## config.mk

```make
export PLATFORM = sky130hd
export DESIGN_NAME = eff_addr_gen
export DESIGN_NICKNAME = d
export VERILOG_FILES = /design/src/rtl/eag_pkg.sv /design/src/rtl/eag_decode.sv /design/src/rtl/eag_arith.sv /design/src/rtl/eag_width_mask.sv /design/src/rtl/eff_addr_gen.sv
export SDC_FILE = /design/constraint.sdc
export NUM_CORES = 1
export LEC_CHECK = 0
export CAP_MARGIN = 15
export CORE_MARGIN = 3
export CORE_UTILIZATION = 40
export DETAILED_ROUTE_END_ITERATION = 6
export DONT_BUFFER_PORTS = 1
export PLACE_DENSITY = 0.57
export SLEW_MARGIN = 20
export SYNTH_ARGS = -nofsm -noshare
export SYNTH_HDL_FRONTEND = slang
export SYNTH_SLANG_ARGS = --single-unit
```

## constraint.sdc

```tcl
create_clock -name clk -period 10 [get_ports clk]
set_clock_uncertainty 0.05 [all_clocks]
set_input_delay 0 -clock clk [delete_from_list [all_inputs] [get_ports clk]]
set_output_delay 0 -clock clk [all_outputs]
set_load 0.01 [all_outputs]
```

## src/rtl/eag_pkg.sv

```systemverilog
package eag_pkg;

  localparam int MODE_W = 4;

  typedef enum logic [MODE_W-1:0] {
    AM_REG     = 4'd0,
    AM_IMM     = 4'd1,
    AM_ABS     = 4'd2,
    AM_RIND    = 4'd3,
    AM_PREINC  = 4'd4,
    AM_PREDEC  = 4'd5,
    AM_POSTINC = 4'd6,
    AM_POSTDEC = 4'd7,
    AM_INDEX   = 4'd8
  } am_e;

  typedef enum logic [1:0] {
    SRC_REG  = 2'd0,
    SRC_IMM  = 2'd1,
    SRC_MEM  = 2'd2,
    SRC_NONE = 2'd3
  } src_e;

  // which raw value becomes the effective address
  typedef enum logic [1:0] {
    EA_BASE  = 2'd0,
    EA_ADJ   = 2'd1,
    EA_FIELD = 2'd2,
    EA_SUM   = 2'd3
  } ea_sel_e;

  typedef struct packed {
    logic    legal;
    logic    mem;
    logic    wb;
    logic    dec;
    src_e    src;
    ea_sel_e ea_sel;
  } ctl_t;

endpackage

```

## src/rtl/eag_decode.sv

```systemverilog
module eag_decode
  import eag_pkg::*;
(
  input  logic [MODE_W-1:0] mode,
  output ctl_t              ctl
);

  always_comb begin
    ctl        = '0;
    ctl.legal  = 1'b1;
    ctl.src    = SRC_MEM;
    ctl.ea_sel = EA_BASE;
    case (mode)
      AM_REG: begin
        ctl.src = SRC_REG;
      end
      AM_IMM: begin
        ctl.src = SRC_IMM;
      end
      AM_ABS: begin
        ctl.mem    = 1'b1;
        ctl.ea_sel = EA_FIELD;
      end
      AM_RIND: begin
        ctl.mem = 1'b1;
      end
      AM_PREINC: begin
        ctl.mem    = 1'b1;
        ctl.wb     = 1'b1;
        ctl.ea_sel = EA_ADJ;
      end
      AM_PREDEC: begin
        ctl.mem    = 1'b1;
        ctl.wb     = 1'b1;
        ctl.dec    = 1'b1;
        ctl.ea_sel = EA_ADJ;
      end
      AM_POSTINC: begin
        ctl.mem = 1'b1;
        ctl.wb  = 1'b1;
      end
      AM_POSTDEC: begin
        ctl.mem = 1'b1;
        ctl.wb  = 1'b1;
        ctl.dec = 1'b1;
      end
      AM_INDEX: begin
        ctl.mem    = 1'b1;
        ctl.ea_sel = EA_SUM;
      end
      default: begin
        ctl.legal = 1'b0;
        ctl.src   = SRC_NONE;
      end
    endcase
  end

endmodule

```

## src/rtl/eag_arith.sv

```systemverilog
module eag_arith #(
  parameter int DW       = 32,
  parameter int STEP_W   = 8,
  parameter int FIX_STEP = 4
) (
  input  logic [DW-1:0]     base_val,
  input  logic [DW-1:0]     index_val,
  input  logic [DW-1:0]     instr_field,
  input  logic [STEP_W-1:0] instr_step,
  input  logic              step_sel,
  input  logic              dec,
  output logic [DW-1:0]     adj_val,
  output logic [DW-1:0]     sum_val
);

  localparam logic [DW-1:0] FIX_V = DW'(FIX_STEP);

  logic [DW-1:0] step_v;

  // step source
  always_comb begin
    step_v = step_sel ? {{(DW-STEP_W){1'b0}}, instr_step} : FIX_V;
  end

  // base adjust for R5/R6
  always_comb begin
    adj_val = dec ? (base_val - step_v) : (base_val + step_v);
  end

  // three-operand index sum, modulo 2^DW
  always_comb begin
    sum_val = base_val + index_val + instr_field;
  end

endmodule

```

## src/rtl/eag_width_mask.sv

```systemverilog
module eag_width_mask #(
  parameter int DW       = 32,
  parameter int NARROW_W = 24,
  parameter int WIDE_W   = 31
) (
  input  logic          wide,
  input  logic [DW-1:0] addr_in,
  output logic [DW-1:0] addr_out
);

  localparam logic [DW-1:0] NARROW_M = {{(DW-NARROW_W){1'b0}}, {NARROW_W{1'b1}}};
  localparam logic [DW-1:0] WIDE_M   = {{(DW-WIDE_W){1'b0}}, {WIDE_W{1'b1}}};

  // zero-fill above the active width
  always_comb begin
    addr_out = addr_in & (wide ? WIDE_M : NARROW_M);
  end

endmodule

```

## src/rtl/eff_addr_gen.sv

```systemverilog
module eff_addr_gen
  import eag_pkg::*;
#(
  parameter int DW       = 32,
  parameter int NARROW_W = 24,
  parameter int WIDE_W   = 31,
  parameter int STEP_W   = 8,
  parameter int FIX_STEP = 4
) (
  input  logic              clk,
  input  logic              rst,
  input  logic              req_valid,
  input  logic [MODE_W-1:0] mode,
  input  logic              wide_mode,
  input  logic [DW-1:0]     base_val,
  input  logic [DW-1:0]     index_val,
  input  logic [DW-1:0]     instr_field,
  input  logic [STEP_W-1:0] instr_step,
  input  logic              step_sel,
  input  logic              fetch_req,
  input  logic [DW-1:0]     fetch_pc,
  output logic              ea_valid,
  output logic [DW-1:0]     ea,
  output logic [1:0]        opnd_src,
  output logic [DW-1:0]     opnd_val,
  output logic              wb_en,
  output logic [DW-1:0]     wb_val,
  output logic              illegal,
  output logic              fetch_vld,
  output logic [DW-1:0]     fetch_addr
);

  localparam int NCH   = 3;
  localparam int CH_EA = 0;
  localparam int CH_WB = 1;
  localparam int CH_FE = 2;

  ctl_t          ctl;
  logic [DW-1:0] adj_val;
  logic [DW-1:0] sum_val;
  logic [DW-1:0] ea_raw;
  logic [DW-1:0] raw_ch [NCH];
  logic [DW-1:0] msk_ch [NCH];

  logic          do_mem;
  logic          do_wb;
  logic          do_bad;

  logic          ea_valid_q;
  logic [DW-1:0] ea_q;
  src_e          src_q;
  logic [DW-1:0] opnd_q;
  logic          wb_en_q;
  logic [DW-1:0] wb_val_q;
  logic          illegal_q;
  logic          fetch_vld_q;
  logic [DW-1:0] fetch_addr_q;
  logic          wide_q;

  eag_decode u_decode (
    .mode (mode),
    .ctl  (ctl)
  );

  eag_arith #(
    .DW       (DW),
    .STEP_W   (STEP_W),
    .FIX_STEP (FIX_STEP)
  ) u_arith (
    .base_val    (base_val),
    .index_val   (index_val),
    .instr_field (instr_field),
    .instr_step  (instr_step),
    .step_sel    (step_sel),
    .dec         (ctl.dec),
    .adj_val     (adj_val),
    .sum_val     (sum_val)
  );

  always_comb begin
    case (ctl.ea_sel)
      EA_BASE:  ea_raw = base_val;
      EA_ADJ:   ea_raw = adj_val;
      EA_FIELD: ea_raw = instr_field;
      default:  ea_raw = sum_val;
    endcase
  end

  always_comb begin
    raw_ch[CH_EA] = ea_raw;
    raw_ch[CH_WB] = adj_val;
    raw_ch[CH_FE] = fetch_pc;
  end

  // one narrowing stage per address channel, all under the same width bit
  for (genvar g = 0; g < NCH; g++) begin : g_mask
    eag_width_mask #(
      .DW       (DW),
      .NARROW_W (NARROW_W),
      .WIDE_W   (WIDE_W)
    ) u_mask (
      .wide     (wide_mode),
      .addr_in  (raw_ch[g]),
      .addr_out (msk_ch[g])
    );
  end

  always_comb begin
    do_mem = req_valid && ctl.legal && ctl.mem;
    do_wb  = req_valid && ctl.legal && ctl.wb;
    do_bad = req_valid && !ctl.legal;
  end

  always_ff @(posedge clk) begin
    if (rst) begin
      ea_valid_q   <= 1'b0;
      ea_q         <= '0;
      src_q        <= SRC_NONE;
      opnd_q       <= '0;
      wb_en_q      <= 1'b0;
      wb_val_q     <= '0;
      illegal_q    <= 1'b0;
      fetch_vld_q  <= 1'b0;
      fetch_addr_q <= '0;
      wide_q       <= 1'b0;
    end else begin
      ea_valid_q   <= do_mem;
      ea_q         <= do_mem ? msk_ch[CH_EA] : '0;
      wb_en_q      <= do_wb;
      wb_val_q     <= do_wb ? msk_ch[CH_WB] : '0;
      illegal_q    <= do_bad;
      src_q        <= req_valid ? ctl.src : SRC_NONE;
      if (req_valid && ctl.src == SRC_REG)
        opnd_q <= base_val;
      else if (req_valid && ctl.src == SRC_IMM)
        opnd_q <= instr_field;
      else
        opnd_q <= '0;
      fetch_vld_q  <= fetch_req;
      fetch_addr_q <= fetch_req ? msk_ch[CH_FE] : '0;
      wide_q       <= wide_mode;
    end
  end

  assign ea_valid   = ea_valid_q;
  assign ea         = ea_q;
  assign opnd_src   = src_q;
  assign opnd_val   = opnd_q;
  assign wb_en      = wb_en_q;
  assign wb_val     = wb_val_q;
  assign illegal    = illegal_q;
  assign fetch_vld  = fetch_vld_q;
  assign fetch_addr = fetch_addr_q;

  // writeback only travels with a valid address
  p_wb_with_ea_r11: assert property (@(posedge clk) disable iff (rst)
    wb_en |-> ea_valid);

  // each writeback pulse answers a request one cycle earlier
  p_wb_after_req_r11: assert property (@(posedge clk) disable iff (rst)
    wb_en |-> $past(req_valid));

  // illegal code leaves address and writeback quiet
  p_illegal_quiet_r12: assert property (@(posedge clk) disable iff (rst)
    illegal |-> (!ea_valid && !wb_en && opnd_src == SRC_NONE));

  // narrow mode zero-fills the upper bits of address and writeback
  p_narrow_fill_r9: assert property (@(posedge clk) disable iff (rst)
    (ea_valid && !wide_q) |-> (ea[DW-1:NARROW_W] == '0 && wb_val[DW-1:NARROW_W] == '0));

  // wide mode clears everything above the wide width
  p_wide_fill_r9: assert property (@(posedge clk) disable iff (rst)
    (ea_valid && wide_q) |-> (ea[DW-1:WIDE_W] == '0));

  // fetch strobe follows a fetch request and is narrowed
  p_fetch_follow_r10: assert property (@(posedge clk) disable iff (rst)
    fetch_vld |-> ($past(fetch_req) && fetch_addr[DW-1:WIDE_W] == '0));

  // non-memory sources never carry an address
  p_no_ea_reg_r1: assert property (@(posedge clk) disable iff (rst)
    (opnd_src != SRC_MEM) |-> !ea_valid);

endmodule

```

* Word-level counts from Yosys, hierarchy flattened
Cells that the tools add are included. W data, S select, Z words.
Storage, ports and cells: bits in registers 134, output and inout port bits 134, logic and storage cells 62
Cells by class: add/sub/neg operators 4, equality and inequality tests 11, mux-type cells 12, bitwise operators 7, reductions and logical operators 19
Operator list (number):
- $add A32 B32 Y32 | 3
- $and A32 B32 Y32 | 3
- $mux W32 | 3
- $pmux W32 S3 | 1
- $sub A32 B32 Y32 | 1
- $mux W31 | 1
- $eq A4 B3 Y1 const B | 4
- $pmux W2 S3 | 2
- $reduce_or A2 Y1 | 6
- $reduce_or A9 Y1 | 1
- $eq A4 B2 Y1 const B | 2
- $mux W8 | 1
- $reduce_or A7 Y1 | 1
- $logic_and A1 B1 Y1 | 6
- $eq A2 B1 Y1 const B | 2
- $eq A4 B1 Y1 const B | 1
- $eq A4 B4 Y1 const B | 1
- $logic_not A2 Y1 | 2
- $logic_not A4 Y1 | 1
- $mux W1 | 4
- $not A1 Y1 | 4
- $reduce_or A4 Y1 | 1
- $eq A2 B2 Y1 const B | 1
- $logic_not A1 Y1 | 1

* Longest topological paths before layout
depth after elaboration 7, depth in mapped cells 17, depth with buffers taken out 16

* Cells and area by module
Synthesis repeated with hierarchy kept, for this count alone.
Unflattened totals: cell total of the unflattened synthesis 1005, area, all modules 9593.0 sq um
Modules (own cells, without submodules):
- eff_addr_gen | instances 1, cells each 356, area an instance 4650.7 sq um, sequential area each 2682.6 sq um
- eag_arith | instances 1, cells each 538, area an instance 4157.7 sq um, sequential area each 0.0 sq um
- eag_width_mask | instances 3, cells each 33, area an instance 235.2 sq um, sequential area each 0.0 sq um
- eag_decode | instances 1, cells each 12, area an instance 78.8 sq um, sequential area each 0.0 sq um

* Least setup slack after synthesis
Ideal clock, no wire load.
kind input -> register, start input instr_step[2], end register wb_val_q[30] (netlist: wb_val[30]), setup time 0.069 ns, arrival time 3.217 ns, slack 6.664 ns, stages 16, buffers on the path 0, cell sequence nand2b_1 or3_1 nor3_1 and2_1 ha_1 a21oi_1 ha_1 a21oi_1 o21ai_0 or3_1 o211ai_2 nand2_2 a311o_1 a21o_1 a2111o_1 o21ai_1
On the way: word-level cells in the longest chain between the ends 4
Ends and longest elaborated chain:
- from (decl) | line eff_addr_gen.sv:18 | input logic [STEP_W-1:0] instr_step,
- $mux W8 (*) | line eag_arith.sv:22 | step_v = step_sel ? {{(DW-STEP_W){1'b0}}, instr_step} : FIX_V;
- $add A32 B32 Y32 or $sub A32 B32 Y32 (tied branches) | line eag_arith.sv:27 | adj_val = dec ? (base_val - step_v) : (base_val + step_v);
- $mux W32 (*) | line eag_arith.sv:27
- $and A32 B32 Y32 (*) | line eag_width_mask.sv:16 | addr_out = addr_in & (wide ? WIDE_M : NARROW_M);
- to (signal assigned) | line eff_addr_gen.sv:130 | wb_val_q <= do_wb ? msk_ch[CH_WB] : '0;
- to (decl) | line eff_addr_gen.sv:54 | logic [DW-1:0] wb_val_q;
Every way passes the cells marked *; elsewhere a longest branch is shown, timed or not. A chain may end at the register's enable or synchronous reset.

* Worst setup path in the final report
start input instr_step[0], end register wb_val_q[30] (netlist: wb_val[30])
The elaborated chain is that of the path after synthesis.

==> impl_metrics.json <==
{
  "yosysSeqAreaShare_pct": 31.9,
  "drc": 0,
  "async_flop_share_pct": 0,
  "cts_tree": "done",
  "slew_headroom_pct": 31.2,
  "cts.sinks": 131,
  "avgSynthCellArea_um2": 9.13,
  "min_path_type": "input pin to flop",
  "synth-edff-count": 0,
  "wl_mm": 31.7,
  "finalCriticalPeriod_ns": 4.41,
  "min-delay-start": "base_val[13]",
  "fin_crit_sh_pct": 44.1,
  "grt_overflow": 0,
  "fillers": 1769,
  "core_um2": 19800,
  "regArea_um2": 2620,
  "tightest_slew_ns": 1.03,
  "final_common_cell": "dlygate4sd3_1",
  "power.density_nw_per_um2": 158,
  "die_x_um": 149,
  "grt_max_degree": 40,
  "grt_pass1_vias": 7881,
  "start_kind": "input pin",
  "fin_nets": 1294,
  "max-cap-violations": 0,
  "port_buffers": 0,
  "final_core_utilization_pct": 54.3,
  "power_uw": 1700,
  "finalHoldViolations": 0,
  "hold_depth": 3,
  "finalSetupViolCount": 0,
  "max_stage_delay_ns": 0.56,
  "ys_warn_count": 0,
  "required_ns": 10.31,
  "antenna_found_initial": 0,
  "cpMostUsedCell": "nand2_1",
  "firstDrtPassIters": 6,
  "clock_path_buffers": 2,
  "ioPinCount": 280,
  "antennaDiodeCount": 0,
  "crit_slowest_cell": "dlygate4sd3_1",
  "viasPerCell": 5.92,
  "rsz0062_at_grt": "false",
  "place_congestion": 0.890,
  "cp-end-kind": "flop",
  "synthCells": 901,
  "synthFlopType": "dfxtp_1",
  "setup_tns_ns": 0,
  "multi_input_area_um2": 5360,
  "rows": 51,
  "fmax_mhz": 227,
  "syn-cell-area_um2": 8230,
  "vias": 7886,
  "arrival_ns": 4.73,
  "status": "finished, final reports clean",
  "ir_worst_vdd_mv": 0.0999,
  "numCtsBuffers": 17,
  "critPathKind": "input pin to flop",
  "clk_pin_slew_ns": 0.07,
  "cp_max_fo": 6,
  "post_cts_buffers": 0,
  "hold_end": "wb_val[13]",
  "wl_per_cell_um": 23.8,
  "cts_root_buf": "clkbuf_16",
  "drt_iter0_markers": 672,
  "path_cells": "dlygate4sd3_1, nand2_1, ha_1, nor3b_1, nand3_1, nand2_1, ha_1, nand2_1, o21ai_0, or3_1, o211ai_2, nand2_2, a311o_1, a21o_1, a2111o_1, o21ai_1, dlygate4sd3_1",
  "synth_cell_type_count": 69,
  "ys_ff_latch": 131,
  "start_util_pct": 41.5,
  "drv_slew": 0,
  "p_leak_uw": 0.00464,
  "area_growth_pct": 31.0,
  "die_area_um2": 22300,
  "drt.antenna.violating_nets": 0,
  "grt_usage_pct": 27.7,
  "htreeDepth": 4,
  "die_h_um": 149,
  "drive_gt1_share_pct": 8.71,
  "dp_hpwl_mm": 21.8,
  "grt_pass1_wl_mm": 46.8,
  "layout_common_cells": "165 x dlygate4sd3_1, 131 x dfxtp_1, 75 x a21oi_1"
}
[how the worst max path moves through the flow]
stage	to	from	slack [ns]	cells past startpoint
2_1_floorplan	wb_val[30]	instr_step[2]	6.66	16
3_3_place_gp	ea[26]	instr_step[2]	6.07	16
3_5_place_dp	ea[26]	instr_step[2]	6.08	16
4_1_cts	wb_val[30]	step_sel	5.69	17
5_1_grt	wb_val[30]	step_sel	5.41	17
6_report	wb_val[30]	instr_step[0]	5.59	17
[critical path: cells and delay by family]
kind / cells / cell delay, ns
adder cells (fa/ha/maj): 2 / 0.59
AO/OA/AOI/OAI: 6 / 1.47
buffers and inverters: 2 / 1.11
AND/OR/NAND/NOR: 7 / 1.54
[flip-flops by register name, indices dropped and copies added, names as in the netlist]
signal      count
wb_val         31
ea_valid        1
ea             31
illegal         1
fetch_vld       1
opnd_src        2
opnd_val       32
wb_en           1
fetch_addr     31
[cells in the mapped netlist (16+ instances only)]
cell      count  area share [%]
nor2_1       67             3.1
nand2b_1     16             1.2
xnor2_1      28             3.0
o21ai_0      51             3.1
o221a_2      32             4.4
inv_1        23             1.0
a21oi_1      75             4.6
and3_1       16             1.2
a222oi_1     16             1.9
clkbuf_1     40             1.8
nand2_1      48             2.2
dfxtp_1     131              32
ha_1         61             9.3
a21o_1       26             2.4
and2_1       39             3.0
nand3_1      16            0.97
fa_1         32             7.8
xor2_1       25             2.7
[stage by stage]
step | hold WS, ns | area (µm²) | cells | worst slack (ns)
after floorplan | 0.0717 | 8230 | 903 | 6.66
after global placement | 0.0719 | 8500 | 1136 | 6.07
after detailed placement | 0.0747 | 8500 | 1136 | 6.08
after CTS | 0.0142 | 10800 | 1333 | 5.69
after global routing | 0.0542 | 10800 | 1333 | 5.41
final | 0.0249 | 10800 | 1333 | 5.59
[per-layer routing]
metal / GRT usage [%] / part of all wire (%)
met4: 11.2 / 3.4
met5: 0 / 0
met3: 5.30 / 8.0
met2: 45.0 / 46
met1: 36.3 / 43
[timing repair]
| item | CTS | global route |
|---|---|---|
| endpoints found under the hold margin | 113 | 0 |
| gates resized for setup | 0 | 0 |
| hold buffers | 165 | 0 |
[cell type report]
cell class / instances / area share, %
Sequential cell: 131 / 24.3
Inverter: 24 / 0.836
Timing Repair Buffer: 177 / 16.2
Multi-Input combinational cell: 704 / 49.8
Clock inverter: 15 / 1.89
Tap cell: 265 / 3.08
Clock buffer: 17 / 3.95
[power by group]
part           switching, µW  internal [µW]  total, µW
logic                    261            208        469
registers               13.8            536        550
clock network            260            420        680
[cell families after synthesis]
logic type,after synthesis,synth area share [%]
other cells,1,0.0456
simple gates,253,15.7
fa+ha+maj,93,17.1
xor+xnor,53,5.64
compound gates,300,26.2
flops,131,31.9
mux,2,0.243
buf+inv,68,3.25
Power figures use the tool's default switching activity.
